[src/rtl/psram_pkg.sv]
`timescale 1ns/1ps
package psram_pkg;

  typedef enum logic [2:0] {
    ST_IDLE     = 3'd0,
    ST_RD_FIRST = 3'd1,
    ST_RD_PAGE  = 3'd2,
    ST_WR       = 3'd3,
    ST_GAP      = 3'd4
  } psram_st_e;

  // Words left in the page counting the current one.
  function automatic int unsigned words_to_page_end(input int unsigned offset,
                                                    input int unsigned page_words);
    return page_words - offset;
  endfunction

  // True when one more page word still keeps the open time inside the bound.
  function automatic logic fits_another(input int unsigned used_cycles,
                                        input int unsigned page_cycles,
                                        input int unsigned open_limit);
    return (used_cycles + page_cycles) <= open_limit;
  endfunction

  function automatic int unsigned max4(input int unsigned a, input int unsigned b,
                                       input int unsigned c, input int unsigned d);
    int unsigned m;
    m = a;
    if (b > m) m = b;
    if (c > m) m = c;
    if (d > m) m = d;
    return m;
  endfunction

endpackage

[src/rtl/psram_seq.sv]
`timescale 1ns/1ps
module psram_seq
  import psram_pkg::*;
#(
  parameter int ADDR_W = 21,
  parameter int DATA_W = 16,
  parameter int PAGE_W = 3,
  parameter int T_ACC  = 9,
  parameter int T_PC   = 3,
  parameter int T_WR   = 9,
  parameter int T_CEH  = 2,
  parameter int T_OPEN = 1250
) (
  input  logic              clk,
  input  logic              rst_n,
  input  logic              req_valid,
  input  logic              req_write,
  input  logic [ADDR_W-1:0] req_addr,
  input  logic [PAGE_W-1:0] req_len,
  input  logic [1:0]        req_be,
  input  logic [DATA_W-1:0] req_wdata,
  output logic              req_ready,
  output psram_st_e         state,
  output logic [ADDR_W-1:0] addr_q,
  output logic [DATA_W-1:0] wdata_q,
  output logic [1:0]        be_q,
  output logic              cap_evt,
  output logic              close_evt,
  output logic              wr_end_evt
);

  localparam int PAGE_WORDS = 1 << PAGE_W;
  localparam int CNT_MAX    = max4(T_ACC, T_PC, T_WR, T_CEH);
  localparam int CNT_W      = $clog2(CNT_MAX + 1);
  localparam int OPEN_W     = $clog2(T_OPEN + 1);
  localparam int LEFT_W     = PAGE_W + 1;
  localparam logic [CNT_W-1:0] LIM_ACC = CNT_W'(T_ACC - 1);
  localparam logic [CNT_W-1:0] LIM_PC  = CNT_W'(T_PC - 1);
  localparam logic [CNT_W-1:0] LIM_WR  = CNT_W'(T_WR - 1);
  localparam logic [CNT_W-1:0] LIM_CEH = CNT_W'(T_CEH - 1);

  logic [CNT_W-1:0]  cnt;
  logic [CNT_W-1:0]  lim;
  logic [OPEN_W-1:0] open_cnt;
  logic [LEFT_W-1:0] left_q;
  logic              phase_end;
  logic              in_rd;
  logic              more;
  logic              stay_open;
  logic              accept;

  always_comb begin
    case (state)
      ST_RD_FIRST: lim = LIM_ACC;
      ST_RD_PAGE:  lim = LIM_PC;
      ST_WR:       lim = LIM_WR;
      ST_GAP:      lim = LIM_CEH;
      default:     lim = '0;
    endcase
  end

  assign req_ready  = (state == ST_IDLE);
  assign accept     = req_valid && req_ready;
  assign phase_end  = (state != ST_IDLE) && (cnt == lim);
  assign in_rd      = (state == ST_RD_FIRST) || (state == ST_RD_PAGE);
  assign more       = left_q > LEFT_W'(1);
  assign stay_open  = more
                   && (words_to_page_end(32'(addr_q[PAGE_W-1:0]), PAGE_WORDS) > 32'd1)
                   && fits_another(32'(open_cnt) + 32'd1, T_PC, T_OPEN);
  assign cap_evt    = in_rd && phase_end;
  assign close_evt  = cap_evt && !stay_open;
  assign wr_end_evt = (state == ST_WR) && phase_end;

  always_ff @(posedge clk) begin
    if (!rst_n) begin
      state    <= ST_IDLE;
      cnt      <= '0;
      open_cnt <= '0;
      left_q   <= '0;
      addr_q   <= '0;
      wdata_q  <= '0;
      be_q     <= '0;
    end else if (state == ST_IDLE) begin
      cnt      <= '0;
      open_cnt <= '0;
      if (accept) begin
        addr_q  <= req_addr;
        wdata_q <= req_wdata;
        be_q    <= req_be;
        if (req_write) begin
          left_q <= '0;
          state  <= ST_WR;
        end else begin
          left_q <= LEFT_W'(req_len) + LEFT_W'(1);
          state  <= ST_RD_FIRST;
        end
      end
    end else begin
      cnt      <= phase_end ? '0 : cnt + CNT_W'(1);
      open_cnt <= in_rd ? open_cnt + OPEN_W'(1) : '0;
      if (phase_end) begin
        case (state)
          ST_RD_FIRST, ST_RD_PAGE: begin
            left_q <= left_q - LEFT_W'(1);
            if (more) addr_q <= addr_q + ADDR_W'(1);
            state <= stay_open ? ST_RD_PAGE : ST_GAP;
          end
          ST_WR:   state <= ST_GAP;
          ST_GAP:  state <= (left_q != '0) ? ST_RD_FIRST : ST_IDLE;
          default: state <= ST_IDLE;
        endcase
      end
    end
  end

endmodule

[src/rtl/psram_pins.sv]
`timescale 1ns/1ps
module psram_pins
  import psram_pkg::*;
#(
  parameter int ADDR_W = 21,
  parameter int DATA_W = 16
) (
  input  psram_st_e         state,
  input  logic [ADDR_W-1:0] addr_q,
  input  logic [DATA_W-1:0] wdata_q,
  input  logic [1:0]        be_q,
  output logic [ADDR_W-1:0] mem_addr,
  output logic              mem_ce_n,
  output logic              mem_oe_n,
  output logic              mem_we_n,
  output logic              mem_lb_n,
  output logic              mem_ub_n,
  output logic [DATA_W-1:0] mem_dq_o,
  output logic              mem_dq_oe
);

  logic rd_on;
  logic wr_on;

  assign rd_on     = (state == ST_RD_FIRST) || (state == ST_RD_PAGE);
  assign wr_on     = (state == ST_WR);
  assign mem_addr  = addr_q;
  assign mem_ce_n  = !(rd_on || wr_on);
  assign mem_oe_n  = !rd_on;
  assign mem_we_n  = !wr_on;
  assign mem_lb_n  = !(rd_on || (wr_on && be_q[0]));
  assign mem_ub_n  = !(rd_on || (wr_on && be_q[1]));
  assign mem_dq_o  = wdata_q;
  assign mem_dq_oe = wr_on;

endmodule

[src/rtl/psram_rdcap.sv]
`timescale 1ns/1ps
module psram_rdcap #(
  parameter int DATA_W = 16
) (
  input  logic              clk,
  input  logic              rst_n,
  input  logic              cap_evt,
  input  logic [DATA_W-1:0] mem_dq_i,
  output logic              rd_valid,
  output logic [DATA_W-1:0] rd_data
);

  always_ff @(posedge clk) begin
    if (!rst_n) begin
      rd_valid <= 1'b0;
      rd_data  <= '0;
    end else begin
      rd_valid <= cap_evt;
      if (cap_evt) rd_data <= mem_dq_i;
    end
  end

endmodule

[src/rtl/psram_ctrl.sv]
`timescale 1ns/1ps
module psram_ctrl
  import psram_pkg::*;
#(
  parameter int ADDR_W = 21,
  parameter int DATA_W = 16,
  parameter int PAGE_W = 3,
  parameter int T_ACC  = 9,
  parameter int T_PC   = 3,
  parameter int T_WR   = 9,
  parameter int T_CEH  = 2,
  parameter int T_OPEN = 1250
) (
  input  logic              clk,
  input  logic              rst_n,
  input  logic              req_valid,
  output logic              req_ready,
  input  logic              req_write,
  input  logic [ADDR_W-1:0] req_addr,
  input  logic [PAGE_W-1:0] req_len,
  input  logic [1:0]        req_be,
  input  logic [DATA_W-1:0] req_wdata,
  output logic              rd_valid,
  output logic [DATA_W-1:0] rd_data,
  output logic [ADDR_W-1:0] mem_addr,
  output logic              mem_ce_n,
  output logic              mem_oe_n,
  output logic              mem_we_n,
  output logic              mem_lb_n,
  output logic              mem_ub_n,
  output logic [DATA_W-1:0] mem_dq_o,
  output logic              mem_dq_oe,
  input  logic [DATA_W-1:0] mem_dq_i
);

  psram_st_e         state;
  logic [ADDR_W-1:0] addr_q;
  logic [DATA_W-1:0] wdata_q;
  logic [1:0]        be_q;
  logic              cap_evt;
  logic              close_evt;
  logic              wr_end_evt;

  psram_seq #(
    .ADDR_W(ADDR_W), .DATA_W(DATA_W), .PAGE_W(PAGE_W),
    .T_ACC(T_ACC), .T_PC(T_PC), .T_WR(T_WR), .T_CEH(T_CEH), .T_OPEN(T_OPEN)
  ) u_seq (
    .clk(clk), .rst_n(rst_n),
    .req_valid(req_valid), .req_write(req_write), .req_addr(req_addr),
    .req_len(req_len), .req_be(req_be), .req_wdata(req_wdata),
    .req_ready(req_ready), .state(state), .addr_q(addr_q),
    .wdata_q(wdata_q), .be_q(be_q),
    .cap_evt(cap_evt), .close_evt(close_evt), .wr_end_evt(wr_end_evt)
  );

  psram_pins #(.ADDR_W(ADDR_W), .DATA_W(DATA_W)) u_pins (
    .state(state), .addr_q(addr_q), .wdata_q(wdata_q), .be_q(be_q),
    .mem_addr(mem_addr), .mem_ce_n(mem_ce_n), .mem_oe_n(mem_oe_n),
    .mem_we_n(mem_we_n), .mem_lb_n(mem_lb_n), .mem_ub_n(mem_ub_n),
    .mem_dq_o(mem_dq_o), .mem_dq_oe(mem_dq_oe)
  );

  psram_rdcap #(.DATA_W(DATA_W)) u_rdcap (
    .clk(clk), .rst_n(rst_n), .cap_evt(cap_evt), .mem_dq_i(mem_dq_i),
    .rd_valid(rd_valid), .rd_data(rd_data)
  );

endmodule

[config.mk]
export PLATFORM = sky130hd
export DESIGN_NAME = psram_ctrl
export DESIGN_NICKNAME = d
export VERILOG_FILES = /design/src/rtl/psram_pkg.sv /design/src/rtl/psram_seq.sv /design/src/rtl/psram_pins.sv /design/src/rtl/psram_rdcap.sv /design/src/rtl/psram_ctrl.sv
export SDC_FILE = /design/constraint.sdc
export NUM_CORES = 1
export LEC_CHECK = 0
export ABC_CLOCK_PERIOD_IN_PS = 2400
export BUFFER_PORTS_ARGS = -buffer_cell sky130_fd_sc_hd__clkbuf_2
export CAP_MARGIN = 20
export CORE_UTILIZATION = 30
export CTS_BUF_LIST = sky130_fd_sc_hd__clkbuf_2 sky130_fd_sc_hd__clkbuf_4 sky130_fd_sc_hd__clkbuf_8
export DETAILED_ROUTE_END_ITERATION = 10
export PLACE_DENSITY_LB_ADDON = 0.1
export SLEW_MARGIN = 30
export SYNTH_ARGS = -nofsm -noshare
export SYNTH_HDL_FRONTEND = slang
export SYNTH_HIERARCHICAL = 1
export SYNTH_SLANG_ARGS = --single-unit
[constraint.sdc]
create_clock -name clk -period 2.4 [get_ports clk]
set_input_delay 0 -clock clk [delete_from_list [all_inputs] [get_ports clk]]
set_output_delay 0 -clock clk [all_outputs]
set_load 0.01 [all_outputs]
==> run summary <==
Leading cell type in the layout, fill and taps excluded - clkbuf_2
Core Footprint - 13,880 um2
CP startpoint kind - flop
Num ports - 123
DR pass1 iterations - 4
Ys Warns - 6
P_sw - 1574 uW
WL final - 11,140 um
Max-Cap Viols - 0
Port buffer count - 122
Tightest Pin Transition - 0.5817 ns
Average size of a mapped cell - 8.168 um2
GPL Wtd Cong - 0.7947
Largest net degree at the start of global routing - 39
Clock share of power - 0.262
Die height - 121.1 um
CP arrival - 2.37 ns
Post-detail-place hpwl - 7644 um
Worst vdd ir - 0.0002632 V
CTS tree - yes
Power density over the cells - 788.1 nW/um2
Remaining global-route overflow - 0
Status - complete, no violations
Hold Violations, Final - 0
Via density - 4.740
Row cnt - 43
Fin crit share - 0.8890
Vias - 3,958
Worst EP required - 2.63 ns
Die extent in x - 121.1 um
Antenna Cells - 0
CTS Buffer Depth - 2
Clock latency on the worst-skew pair - 0.36 ns
Kind of critical path - reg -> reg
Syn nets - 596
Relative slew slack - 0.6092
WP buf/inv - 0
Mapped Area - 4255 um2
Starting Density - 0.3066
Min-delay worst type - in -> reg
Overall routing resource usage - 0.1562
Layout cells sized above 1 - 0.2580
Die Area - 14,670 um2
Final worst slack - 0.2664 ns
Most frequent cells in the layout - clkbuf_2 (122), dfxtp_1 (77), nand2_1 (75)
Family with the most delay on the worst path - compound AO/OA/AOI/OAI gates
Internal Dissipation - 2759 uW
Total negative slack - 0 ns
Combinational share of power - 0.359
Clk pin slew, worst setup/hold paths - 0.08 ns
Clock sinks - 78
Final setup fails - 0
Initial antenna violation count - 0
Final Max Tran Viols - 0
Fillers - 1,446
Register area - 1563 um2
CTS Root Cell - clkbuf_8
First-pass GRT wire length - 18,040 um
Crit path capture type - flop
Critical-path maximum fanout - 9
DRT iter0 DRCs - 165
Multi-input logic area - 2191 um2
Critical Path, Cell by Cell - xor2_1, nand2b_1, a2111o_1, o21ai_4, nor2_1, a2111oi_0
Synth-to-layout area growth - 29.20%
Critical-path top delay cell - a2111o_1
Largest stage delay, worst path - 0.49 ns
RSZ-0062 raised after global routing - no
Mapped Cells - 521
Seq pwr share - 0.379
Post-route antenna net violation count - 0
Switch share - 0.3633
Final Skew - 0.01299 ns
Routed wire length per instance - 13.34 um
CTS Buf Count - 9
Residual DRC - 0
Number of global-route vias before repair - 3,774
Min Tclk post-route - 2.134 ns
Leakage - 0.002276 uW
Final net count - 725
Fmax achieved - 468.7 MHz
Worst slack, placed - 0.1335 ns
H-tree depth - 3
==> metal layers <==
layer / up-vias / track usage / wire, um
met2: 85 / 0.2782 / 5548
met5: - / 0 / 0
met1: 1833 / 0.1797 / 5021
li1: 2028 / - / -
met4: 0 / 0.06636 / 191
met3: 12 / 0.03242 / 378
==> timing repair <==
item                                   4_1_cts  5_1_grt
buffers inserted                             0        0
setup endpoints to repair                    0        4
endpoints found under the hold margin       48        0
hold buffers                                48        0
gates resized for setup                      0        2
==> final cells by class <==
cell class	instances	share of cell area
Sequential cell	78	0.2843
Inverter	14	0.009558
Clock inverter	3	0.01229
Tap cell	180	0.04096
Multi-Input combinational cell	359	0.3985
Clock buffer	13	0.02913
Timing Repair Buffer	188	0.2253
==> worst reg2reg max path: cells and delay by family, from the launching register on <==
| kind | cells | cell delay, ns |
|---|---|---|
| AO/OA/AOI/OAI | 3 | 1.17 |
| flip-flops | 1 | 0.48 |
| AND/OR/NAND/NOR | 2 | 0.19 |
| XOR/XNOR | 1 | 0.18 |
==> power groups by stage <==
stage / Sequential (uW) / Combinational [uW] / Clock [uW]
floorplan: 1620 / 1190 / 0
global placement: 1670 / 1490 / 0
detailed placement: 1670 / 1500 / 0
CTS: 1640 / 1570 / 1190
global route: 1670 / 1730 / 1240
finish: 1640 / 1550 / 1140
==> sequential cells by signal, summed over array words and instances (netlist names) <==
name              count
u_seq/be_q            2
u_seq/left_q          4
u_seq/open_cnt       11
u_seq/cnt             4
u_seq/addr_q         21
u_rdcap/rd_valid      1
u_seq/state           3
u_seq/wdata_q        16
u_rdcap/rd_data      16
==> through the flow <==
stage,util,cells,area (um2),total power [uW],hold WS [ns]
detailed placement,0.3444,771,4781,3168,0.2315
CTS,0.3954,835,5489,4395,0.002491
floorplan,-,521,4255,2808,0.1282
global route,0.3961,835,5498,4637,0.009433
finish,0.3961,835,5498,4333,0.01615
global placement,0.3444,771,4781,3158,0.2236
==> final timing paths <==
kind                                        start  slack (ns)  cells past startpoint           endpoint
worst max-delay path               u_seq/state[0]        0.27                      6    u_seq/addr_q[7]
worst min-delay path                  req_addr[6]        0.02                      4    u_seq/addr_q[6]
worst max register to register     u_seq/state[0]        0.27                      6    u_seq/addr_q[7]
worst min register to register  u_seq/wdata_q[11]        0.46                      2  u_seq/wdata_q[11]
(Power assumes the default switching activity.)
